## src/rtl/ixreg_pkg.sv

```systemverilog
package ixreg_pkg;
  localparam int DW      = 8;
  localparam int NLOW    = 8;
  localparam int NBASE   = 2 * NLOW;
  localparam int NWREG   = NBASE + 1;
  localparam int XREG    = NBASE;
  localparam int XALIAS  = 7;
  localparam int XEN_BIT = 0;
  localparam int BAUD_L  = 12;
  localparam int BAUD_H  = 13;
  localparam int ECHO    = 15;
  localparam int NSTAT   = 8;
  localparam logic [2:0] CMD_HI = 3'b001;

  typedef enum logic [2:0] {
    ACC_IDLE,
    ACC_CW,
    ACC_CR,
    ACC_DW,
    ACC_DR
  } acc_e;
endpackage

```

## src/rtl/ixreg_arb.sv

```systemverilog
module ixreg_arb
  import ixreg_pkg::*;
(
  input  logic ctl_wr,
  input  logic ctl_rd,
  input  logic dat_wr,
  input  logic dat_rd,
  output acc_e acc
);
  always_comb begin
    if (ctl_wr)      acc = ACC_CW;
    else if (ctl_rd) acc = ACC_CR;
    else if (dat_wr) acc = ACC_DW;
    else if (dat_rd) acc = ACC_DR;
    else             acc = ACC_IDLE;
  end
endmodule

```

## src/rtl/ixreg_ptr.sv

```systemverilog
module ixreg_ptr
  import ixreg_pkg::*;
#(
  parameter int W     = DW,
  parameter int NL    = NLOW,
  parameter int NW    = NWREG,
  parameter int ALIAS = XALIAS,
  parameter int XIDX  = XREG
) (
  input  logic               clk,
  input  logic               rst,
  input  acc_e               acc,
  input  logic [W-1:0]       wdata,
  input  logic               ext_en,
  output logic [$clog2(NW)-1:0] ptr_q,
  output logic               wr_go,
  output logic [$clog2(NW)-1:0] wr_idx
);
  localparam int PW = $clog2(NW);
  localparam int LW = $clog2(NL);

  logic [PW-1:0] tgt;
  logic          hi_sel;
  logic [PW-1:0] ptr_load;

  assign hi_sel   = (wdata[LW+2:LW] == CMD_HI);
  assign ptr_load = PW'(wdata[LW-1:0]) + (hi_sel ? PW'(NL) : PW'(0));

  always_comb begin
    tgt = ptr_q;
    if (ptr_q == PW'(ALIAS) && ext_en) tgt = PW'(XIDX);
  end

  assign wr_go  = (acc == ACC_CW);
  assign wr_idx = (ptr_q == '0) ? '0 : tgt;

  always_ff @(posedge clk) begin
    if (rst) begin
      ptr_q <= '0;
    end else if (acc == ACC_CW && ptr_q == '0) begin
      ptr_q <= ptr_load;
    end else if (acc == ACC_CW || acc == ACC_CR) begin
      ptr_q <= '0;
    end
  end
endmodule

```

## src/rtl/ixreg_bank.sv

```systemverilog
module ixreg_bank
  import ixreg_pkg::*;
#(
  parameter int W  = DW,
  parameter int NW = NWREG
) (
  input  logic                  clk,
  input  logic                  rst,
  input  logic                  wr_go,
  input  logic [$clog2(NW)-1:0] wr_idx,
  input  logic [W-1:0]          wdata,
  output logic [NW*W-1:0]       wflat
);
  localparam int PW = $clog2(NW);

  for (genvar g = 0; g < NW; g++) begin : g_reg
    logic [W-1:0] r_q;
    always_ff @(posedge clk) begin
      if (rst)                                r_q <= '0;
      else if (wr_go && wr_idx == PW'(g))     r_q <= wdata;
    end
    assign wflat[g*W +: W] = r_q;
  end
endmodule

```

## src/rtl/ixreg_rmux.sv

```systemverilog
module ixreg_rmux
  import ixreg_pkg::*;
#(
  parameter int W  = DW,
  parameter int NW = NWREG,
  parameter int NS = NSTAT,
  parameter int NB = NBASE
) (
  input  logic                  clk,
  input  logic                  rst,
  input  acc_e                  acc,
  input  logic [$clog2(NW)-1:0] ptr_q,
  input  logic [NW*W-1:0]       wflat,
  input  logic [NS*W-1:0]       stat_i,
  input  logic                  rx_valid,
  input  logic [W-1:0]          rx_data,
  output logic [W-1:0]          rdata,
  output logic                  rd_vld
);
  localparam int IW = $clog2(NB);
  localparam int SW = $clog2(NS);

  logic [IW-1:0] idx;
  logic [W-1:0]  csel;

  assign idx = ptr_q[IW-1:0];

  always_comb begin
    if (idx == IW'(BAUD_L))      csel = wflat[BAUD_L*W +: W];
    else if (idx == IW'(BAUD_H)) csel = wflat[BAUD_H*W +: W];
    else if (idx == IW'(ECHO))   csel = wflat[ECHO*W +: W];
    else                         csel = stat_i[idx[SW-1:0]*W +: W];
  end

  always_ff @(posedge clk) begin
    if (rst) begin
      rdata  <= '0;
      rd_vld <= 1'b0;
    end else begin
      rd_vld <= (acc == ACC_CR) || (acc == ACC_DR);
      if (acc == ACC_CR)      rdata <= csel;
      else if (acc == ACC_DR) rdata <= rx_valid ? rx_data : '0;
    end
  end
endmodule

```

## src/rtl/ixreg_port.sv

```systemverilog
module ixreg_port
  import ixreg_pkg::*;
#(
  parameter int W  = DW,
  parameter int NW = NWREG,
  parameter int NS = NSTAT
) (
  input  logic          clk,
  input  logic          rst,
  input  logic          ctl_wr,
  input  logic          ctl_rd,
  input  logic          dat_wr,
  input  logic          dat_rd,
  input  logic [W-1:0]  wdata,
  output logic [W-1:0]  rdata,
  output logic          rd_vld,
  input  logic [NS*W-1:0] stat_i,
  output logic [NW*W-1:0] wreg_flat,
  output logic          tx_valid,
  input  logic          tx_ready,
  output logic [W-1:0]  tx_data,
  input  logic          rx_valid,
  output logic          rx_ready,
  input  logic [W-1:0]  rx_data
);
  localparam int PW = $clog2(NW);

  acc_e          acc;
  logic [PW-1:0] ptr_q;
  logic          wr_go;
  logic [PW-1:0] wr_idx;
  logic          ext_en;
  logic          tx_taken;

  ixreg_arb u_arb (
    .ctl_wr (ctl_wr),
    .ctl_rd (ctl_rd),
    .dat_wr (dat_wr),
    .dat_rd (dat_rd),
    .acc    (acc)
  );

  assign ext_en = wreg_flat[ECHO*W + XEN_BIT];

  ixreg_ptr #(.W(W), .NW(NW)) u_ptr (
    .clk    (clk),
    .rst    (rst),
    .acc    (acc),
    .wdata  (wdata),
    .ext_en (ext_en),
    .ptr_q  (ptr_q),
    .wr_go  (wr_go),
    .wr_idx (wr_idx)
  );

  ixreg_bank #(.W(W), .NW(NW)) u_bank (
    .clk    (clk),
    .rst    (rst),
    .wr_go  (wr_go),
    .wr_idx (wr_idx),
    .wdata  (wdata),
    .wflat  (wreg_flat)
  );

  ixreg_rmux #(.W(W), .NW(NW), .NS(NS)) u_rmux (
    .clk      (clk),
    .rst      (rst),
    .acc      (acc),
    .ptr_q    (ptr_q),
    .wflat    (wreg_flat),
    .stat_i   (stat_i),
    .rx_valid (rx_valid),
    .rx_data  (rx_data),
    .rdata    (rdata),
    .rd_vld   (rd_vld)
  );

  assign tx_valid = (acc == ACC_DW);
  assign tx_data  = wdata;
  assign rx_ready = (acc == ACC_DR);
  assign tx_taken = tx_valid & tx_ready;

  logic unused_ok;
  assign unused_ok = tx_taken;
endmodule

```

## config.mk

```make
export PLATFORM = sky130hd
export DESIGN_NAME = ixreg_port
export DESIGN_NICKNAME = d
export VERILOG_FILES = /design/src/rtl/ixreg_pkg.sv /design/src/rtl/ixreg_arb.sv /design/src/rtl/ixreg_ptr.sv /design/src/rtl/ixreg_bank.sv /design/src/rtl/ixreg_rmux.sv /design/src/rtl/ixreg_port.sv
export SDC_FILE = /design/constraint.sdc
export NUM_CORES = 1
export LEC_CHECK = 0
export ABC_AREA = 1
export BUFFER_PORTS_ARGS = -buffer_cell sky130_fd_sc_hd__buf_2
export CORE_ASPECT_RATIO = 1.2
export CORE_UTILIZATION = 49
export CTS_BUF_LIST = sky130_fd_sc_hd__clkbuf_16
export CTS_CLUSTER_SIZE = 28
export DETAILED_ROUTE_END_ITERATION = 7
export GPL_TIMING_DRIVEN = 0
export PLACE_DENSITY_LB_ADDON = 0.12
export SLEW_MARGIN = 25
export SYNTH_ARGS = -nofsm -noshare
export SYNTH_HDL_FRONTEND = slang
export SYNTH_SLANG_ARGS = --single-unit
```

## constraint.sdc

```tcl
create_clock -name clk -period 1.76 [get_ports clk]
set_input_delay 0.352 -clock clk [delete_from_list [all_inputs] [get_ports clk]]
set_output_delay 0.352 -clock clk [all_outputs]
set_load 0.01 [all_outputs]
```

==> metrics.md, run 1 <==
| Metric | Value |
|---|---|
| Vias per std cell | `5.23` |
| I/O pins | `243` |
| Nature of the critical path startpoint | `flip-flop` |
| Final ANT Viol Nets | `0` |
| Slew of the pin with the lowest slew margin | `0.754 ns` |
| Detailed-route via count | `6977` |
| Num rows | `45` |
| TritonCTS Sinks | `149` |
| Setup violators final | `0` |
| Area delta synth->final | `33.8%` |
| Area of the mapped netlist | `approximately 6300 sq um` |
| Final-stage net count | `1245` |
| Non-Filler Instances | `1335` |
| Final period util | `0.963` |
| RSZ-0062 raised after global routing | `yes` |
| Fmax | `590 MHz` |
| GRT Overall Usage | `0.316` |
| Largest stage delay, worst path | `0.30 ns` |
| Half-perimeter wire length after placement | `15.5 mm` |
| Rel. slew slack | `0.498` |
| HP Class | `input port to flip-flop` |
| Mean Syn Cell Area | `7.05 sq um` |
| Synthesized flop and latch total | `149` |
| Final Wtd Congestion | `0.957` |
| Crit Path Max Fanout | `10` |
| Worst path cell trace | `buf_4, nor2_1, nand4_1, clkbuf_1, o21ai_0, a21oi_1` |
| Critical path data arrival time | `1.99 ns` |
| Syn_nets | `985` |
| Area contributors post-synth | `dfxtp_1 47%, nor2_1 11%, o21ai_0 9.1%, a21oi_1 8.9%, nand2_1 8.4%` |
| Wirelength per Cell | `16.2 um` |
| Post-layout minimum cycle time | `1.69 ns` |
| Status | `complete, no violations` |
| PwrDens | `927 nW/um^2` |
| Post-place setup slack | `-0.235 ns` |
| Initial core utilization | `0.501` |
| Global route total overflow | `0` |
| Maximum vdd drop | `0.000651 V` |
| Final-layout fill cell count | `1201` |
| Chip width | `106 um` |
| Starting DRT DRC Count | `between 500 and 600` |
| Initial antenna violation count | `1` |
| Final Worst Setup Slack | `0.0660 ns` |
| CTS tree | `yes` |
| Yosys cell types | `23` |
| Root buf cell | `clkbuf_16` |
| Setup crit end kind | `flip-flop` |
| Crit path kind | `flip-flop to flip-flop` |
| Setup_tns | `0 ns` |
| Die ar. | `13400 sq um` |
| First-pass GRT wire length | `32.5 mm` |
| Total of max-cap violations | `0` |
| Syn Inst Count | `897` |
| Pins over their slew limit | `0` |
| Layout cell share with drive strength beyond 1 | `0.287` |
| CTS clk-pin slew, worst paths | `0.06 ns` |
| Number of port buffers | `233` |
| Critical path's slowest cell | `dfxtp_1` |
| Core Region | `12600 sq um` |
| Cell leakage power | `4.24 nW` |
| Number of global-route vias before repair | `6259` |
| Total CTS buffers | `17` |
| DR DRC count | `0` |
| Die height | `126 um` |
| Largest net degree at the start of global routing | `17` |
| Pre-antenna DRT Iters | `5` |
| Final hold vios | `0` |
| Later-pin clock latency in the skew report | `0.42 ns` |
| Post-Route WL | `about 22 mm` |
| Clock skew | `0.0112 ns` |
| Sequential fraction of the synthesis area | `0.472` |
| Synthesis warning total | `0` |
| Worst Path Required | `2.06 ns` |
| Htree depth | `4` |
| Share of the synthesized area in the top cell type | `0.472` |
| Clk buf depth | `2` |
| Placed Instances | `1294` |
| Largest area contributor in the netlist | `dfxtp_1` |
[sequential cells by signal (all words and copies together), names as in the netlist]
name	count
u_ptr.ptr_q	4
u_bank.g.r_q	136
u_rmux.rd_vld	1
u_rmux.rdata	8
[final timing paths]
| kind | startpoint | endpoint | slack [ns] | cells past startpoint |
|---|---|---|---|---|
| worst max register to register | u_ptr.ptr_q[2]$_SDFFE_PP0P_ | u_bank.g_reg[3].r_q[6]$_SDFFE_PP0P_ | 0.07 | 6 |
| worst max-delay path | u_ptr.ptr_q[2]$_SDFFE_PP0P_ | u_bank.g_reg[3].r_q[6]$_SDFFE_PP0P_ | 0.07 | 6 |
| worst min-delay path | rx_data[1] | u_rmux.rdata[1]$_SDFFE_PP0P_ | 0.24 | 3 |
| worst min register to register | u_bank.g_reg[3].r_q[5]$_SDFFE_PP0P_ | u_bank.g_reg[3].r_q[5]$_SDFFE_PP0P_ | 0.45 | 2 |
[cells in the mapped netlist]
cell type	n
o21ai_0	115
o21ai_1	1
clkinv_1	1
nor2_2	2
a31oi_1	5
nor2_8	1
nand2_2	3
buf_1	7
a21oi_1	113
buf_2	17
buf_4	13
inv_1	50
inv_2	7
nor2_1	185
nand2_1	142
nand4_1	8
nor3_1	5
nand2_4	3
clkbuf_1	28
dfxtp_1	149
nand3_1	37
nor2_4	4
buf_6	1
[critical path: cells and delay by family (launching register included)]
family	cells	cell delay (ns)
buffers and inverters	2	0.45
AOI/OAI and AO/OA	2	0.29
and+or+nand+nor	2	0.53
DFF	1	0.30
[kinds of logic after synthesis]
kind of cell    after synthesis  share of synthesized area
flops                       149                      0.472
compound gates              234                      0.186
simple gates                390                      0.256
buf+inv                     124                     0.0859
[report_power, final]
group / total, mW / leakage (nW) / switching (mW) / internal, mW
Combinational: 0.819 / 2.76 / 0.532 / 0.287
Sequential: 3.47 / 1.21 / 0.0336 / 3.43
Clock: 3.55 / 0.269 / 1.46 / 2.09
Total: 7.84 / 4.24 / 2.03 / 5.81
[routing by layer]
| layer | global-route usage | wire length [um] |
|---|---|---|
| met1 | 0.365 | 8560 |
| met4 | 0.145 | 763 |
| met2 | 0.557 | 10500 |
| met3 | 0.0658 | 1790 |
| met5 | 0 | 0 |
[timing repair]
item                                    in CTS  in global routing
hold buffers                                 0                  0
pin swaps                                    2                  4
buffers inserted                             1                  7
resized for setup                            6                 31
endpoints found under the setup margin      33                 80
[through the flow]
| stage | power (mW) | hold WS [ns] | instance area, sq um | utilization |
|---|---|---|---|---|
| final | 7.84 | 0.241 | 8460 | 0.670 |
| after global routing | 8.09 | 0.256 | 8460 | 0.670 |
| after CTS | 7.84 | 0.235 | 8300 | 0.658 |
| after detailed placement | 4.32 | 0.440 | 7690 | 0.610 |
| after global placement | 4.31 | 0.435 | 7690 | 0.610 |
| after floorplan | 3.98 | 0.468 | 6320 | - |
[layout make-up]
class                           instances  area [sq um]  share of cell area
Inverter                               58           219              0.0259
Timing Repair Buffer                  241          1230               0.145
Tap cell                              164           205              0.0243
Clock buffer                           17           425              0.0503
Multi-Input combinational cell        624          2890               0.342
Sequential cell                       149          2990               0.354
Buffer                                 66           342              0.0404
Antenna cell                            1          2.50            0.000296
Clock inverter                         15           154              0.0182
[layout by cell type (no fill, tap or decap), drive strengths merged]
master	synthesis	final
nor2	192	192
nand3	37	37
buf	38	278
nand2	148	148
clkbuf	28	46
clkinv	1	8
nand4	8	8
o21ai	116	116
inv	57	59
dfxtp	149	149
diode	0	1
bufinv	0	2
nor3	5	5
a31oi	5	5
clkinvlp	0	4
a21oi	113	113
Note: power is estimated with default switching activity, not from simulation.
==> run 2, diff against run 1 <==
--- a/config.mk
+++ b/config.mk
@@ -8,7 +8,7 @@
 export ABC_AREA = 1
 export BUFFER_PORTS_ARGS = -buffer_cell sky130_fd_sc_hd__buf_2
 export CORE_ASPECT_RATIO = 1.2
-export CORE_UTILIZATION = 49
+export CORE_UTILIZATION = 53
 export CTS_BUF_LIST = sky130_fd_sc_hd__clkbuf_16
 export CTS_CLUSTER_SIZE = 28
 export DETAILED_ROUTE_END_ITERATION = 7
==> constraint.sdc (replaced) <==
create_clock -name clk -period 1.95 [get_ports clk]
set_input_delay 0.39 -clock clk [delete_from_list [all_inputs] [get_ports clk]]
set_output_delay 0.39 -clock clk [all_outputs]
set_load 0.005 [all_outputs]
==> run 2 against run 1 <==
- critical endpoint is now u_rmux.rdata[6]$_SDFFE_PP0P_
- the flow now finishes with violations (design-rule violations)
- sequential share of layout area up 0.83 points
- register-to-register slack better by 0.04 ns
- power down 14%
==> metrics.md, run 2 (synthesis gave the netlist of run 1 again) <==
| Metric | Value |
|---|---|
| Status | `complete, but fails checks` |
| Failing checks | `design-rule violations` |
| PwrDens | `819 nW/um^2 (-12%)` |
| Die ar. | `12400 sq um (-7.4%)` |
| Layout cell share with drive strength beyond 1 | `0.272 (-0.0148)` |
| Highest-count cells in the layout ignoring fill and taps | `250 x buf_2, 185 x nor2_1, 149 x dfxtp_1, 142 x nand2_1, 115 x o21ai_0` |
| First-pass GRT wire length | `30.9 mm (-4.8%)` |
| Half-perimeter wire length after placement | `15.2 mm (-2.0%)` |
| GRT Overall Usage | `0.334 (+0.0185)` |
| CTS tree | `yes` |
| Pins over their slew limit | `0 (unchanged)` |
| Wirelength per Cell | `15.8 um (-2.3%)` |
| Chip width | `102 um (-3.8%)` |
| Final hold vios | `0 (unchanged)` |
| Non-Filler Instances | `1321 (-1.0%)` |
| Sw Share | `0.264 (+0.00505)` |
| Setup violators final | `0 (unchanged)` |
| Root buf cell | `clkbuf_16` |
| Post-Route WL | `20.9 mm (-3.3%)` |
| Share of total power in the clock network | `0.435 (-0.018)` |
| Clk buf depth | `2 (unchanged)` |
| Vias per std cell | `5.21 (-0.29%)` |
| Detailed-route via count | `6884 (-1.3%)` |
| Cell leakage power | `4.18 nW (-1.4%)` |
| Nature of the critical path startpoint | `flip-flop` |
| Htree depth | `4 (unchanged)` |
| Final period util | `0.948 (-0.0144)` |
| Die height | `122 um (-3.8%)` |
| Worst path cell trace | `nand2_1, nor2_1, inv_1, buf_2, nor2_1, nor2_1, nand2_1, nand2_1, nand2_1, a21oi_1` |
| Post-layout minimum cycle time | `1.85 ns (+0.155 ns)` |
| Util after Layout | `0.712 (+0.0417)` |
| Placed Instances | `1287 (-0.54%)` |
| Largest stage delay, worst path | `0.39 ns (+0.09 ns)` |
| Switching pwr | `1.78 mW (-12%)` |
| Cell area after layout | `8240 sq um (-2.6%)` |
| Initial antenna violation count | `0 (-1)` |
| Seq pwr share | `0.463 (+0.020)` |
| GR peak layer | `met2` |
| Met1 usage | `0.380 (+0.0152)` |
| Largest net degree at the start of global routing | `17 (unchanged)` |
| Final Wtd Congestion | `0.872 (-8.9%)` |
| Final-stage net count | `1239 (-0.48%)` |
| Antenna diodes | `0 (-1)` |
| I/O pins | `243 (unchanged)` |
| Critical path's slowest cell | `dfxtp_1` |
| Num rows | `43 (-4.4%)` |
| Core Region | `11600 sq um (-8.3%)` |
| Dpl cell area | `7680 sq um (-0.11%)` |
| Largest register FFs | `136 (unchanged)` |
| Met3 Track Usage GR | `0.0792 (+0.0134)` |
| Hold buffers post-CTS | `0 (unchanged)` |
| Setup crit end kind | `flip-flop` |
| CP bufs+invs | `2 (unchanged)` |
| Number of global-route vias before repair | `6034 (-3.6%)` |
| Total of max-cap violations | `0 (unchanged)` |
| Maximum vdd drop | `0.000679 V (+4.3%)` |
| Final ANT Viol Nets | `0 (unchanged)` |
| Commonest non-fill, non-tap cell in the layout | `buf_2` |
| Later-pin clock latency in the skew report | `0.42 ns (about the same)` |
| RSZ-0062 raised after global routing | `yes` |
| Clock skew | `0.0193 ns (+0.00805 ns)` |
| Largest reg by FF count | `u_bank.g.r_q` |
| Starting DRT DRC Count | `448 (-22%)` |
| Cell Int Power | `4.97 mW (-14%)` |
| Largest registers | `u_bank.g.r_q x136, u_rmux.rdata x8, u_ptr.ptr_q x4` |
| Total CTS buffers | `17 (unchanged)` |
| TritonCTS Sinks | `149 (unchanged)` |
| Combinational Power Share | `0.102 (-0.002)` |
| Final-layout fill cell count | `1051 (-12%)` |
| Fmax | `541 MHz (-8.4%)` |
| CP top delay family | `simple AND/OR/NAND/NOR gates` |
| Crit path kind | `flip-flop to flip-flop` |
| Initial core utilization | `0.546 (+0.0453)` |
| Crit Path Max Fanout | `10 (unchanged)` |
| Rel. slew slack | `0.530 (+0.0322)` |
| Most frequent CP cell | `nand2_1` |
| Number of port buffers | `233 (unchanged)` |
| Slew of the pin with the lowest slew margin | `0.705 ns (-0.0483 ns)` |
| Critical path data arrival time | `2.16 ns (+0.17 ns)` |
| Global route total overflow | `0 (unchanged)` |
| Area delta synth->final | `30.3%` |
| M2 GR Usage | `0.592 (+0.0354)` |
| Pre-antenna DRT Iters | `8 (+3)` |
| HP Class | `input port to flip-flop` |
| Worst Path Required | `2.26 ns (+0.20 ns)` |
| DR DRC count | `4 (+4)` |
| CTS clk-pin slew, worst paths | `0.06 ns (about the same)` |
## run 2: cell types whose count changed in the layout (fill, tap and decap cells not counted), moves of 3 or more
| cell | before | now |
|---|---|---|
| nor2_2 | 5 | 2 |
| dfxtp_1 | 146 | 149 |
| nand3_2 | 3 | 0 |
| nor2_4 | 7 | 4 |
| buf_2 | 245 | 250 |
| nor2_1 | 179 | 185 |
| nand3_1 | 34 | 37 |
| buf_4 | 23 | 15 |
## run 2: power by group through the flow
| stage | combinational (mW) | sequential [mW] | clock [mW] |
|---|---|---|---|
| 2_1_floorplan | 0.372 | 3.20 | 0 |
| 3_3_place_gp | 0.669 | 3.19 | 0 |
| 3_5_place_dp | 0.674 | 3.19 | 0 |
| 4_1_cts | 0.678 | 3.13 | 2.95 |
| 5_1_grt | 0.749 | 3.13 | 3.11 |
| 6_report | 0.686 | 3.13 | 2.94 |
## run 2: per-stage QoR
stage | hold slack, ns | setup slack (ns) | power (mW) | TNS [ns]
after floorplan | 0.440 | 0.488 | 3.57 | 0
after global placement | 0.436 | -0.0339 | 3.86 | -0.267
after detailed placement | 0.443 | -0.0977 | 3.87 | -0.698
after CTS | 0.283 | 0.0452 | 6.76 | 0
after global routing | 0.293 | -0.0235 | 6.99 | -0.0890
final | 0.289 | 0.101 | 6.75 | 0
## run 2: final timing paths
kind / start / endpoint / slack [ns] / cells past startpoint
min reg2reg: u_bank.g_reg[3].r_q[5]$_SDFFE_PP0P_ / u_bank.g_reg[3].r_q[5]$_SDFFE_PP0P_ / 0.45 / 2
max: u_ptr.ptr_q[1]$_SDFFE_PP0P_ / u_rmux.rdata[6]$_SDFFE_PP0P_ / 0.10 / 10
min: rx_data[7] / u_rmux.rdata[7]$_SDFFE_PP0P_ / 0.29 / 3
max reg2reg: u_ptr.ptr_q[1]$_SDFFE_PP0P_ / u_rmux.rdata[6]$_SDFFE_PP0P_ / 0.10 / 10
## run 2: routing by layer
| layer | up-vias | wire length, um |
|---|---|---|
| li1 | 3409 | - |
| met1 | 3087 | 8270 |
| met2 | 337 | 10300 |
| met3 | 51 | 1700 |
| met4 | 0 | 643 |
| met5 | - | 0 |
## run 2: worst reg2reg max path, cell delays in order (launching register included)
cell	delay [ns]
dfxtp_1	0.39
nand2_1	0.25
nor2_1	0.30
inv_1	0.14
buf_2	0.21
nor2_1	0.10
nor2_1	0.05
nand2_1	0.10
nand2_1	0.09
nand2_1	0.07
a21oi_1	0.06
## run 2: final cells by class
class / count / area, sq um / area share
inverter: 58 / 218 / 0.0264
buffer: 66 / 325 / 0.0395
clock buffer: 17 / 425 / 0.0516
timing repair buffer: 235 / 1180 / 0.143
sequential: 149 / 2980 / 0.362
clock inverter: 15 / 109 / 0.0132
multi-input combinational: 624 / 2800 / 0.340
tap: 157 / 196 / 0.0238
## run 2: repair_timing
action	in CTS	in global routing
resized for setup	0	1
buffers inserted	0	2
endpoints found under the setup margin	0	12
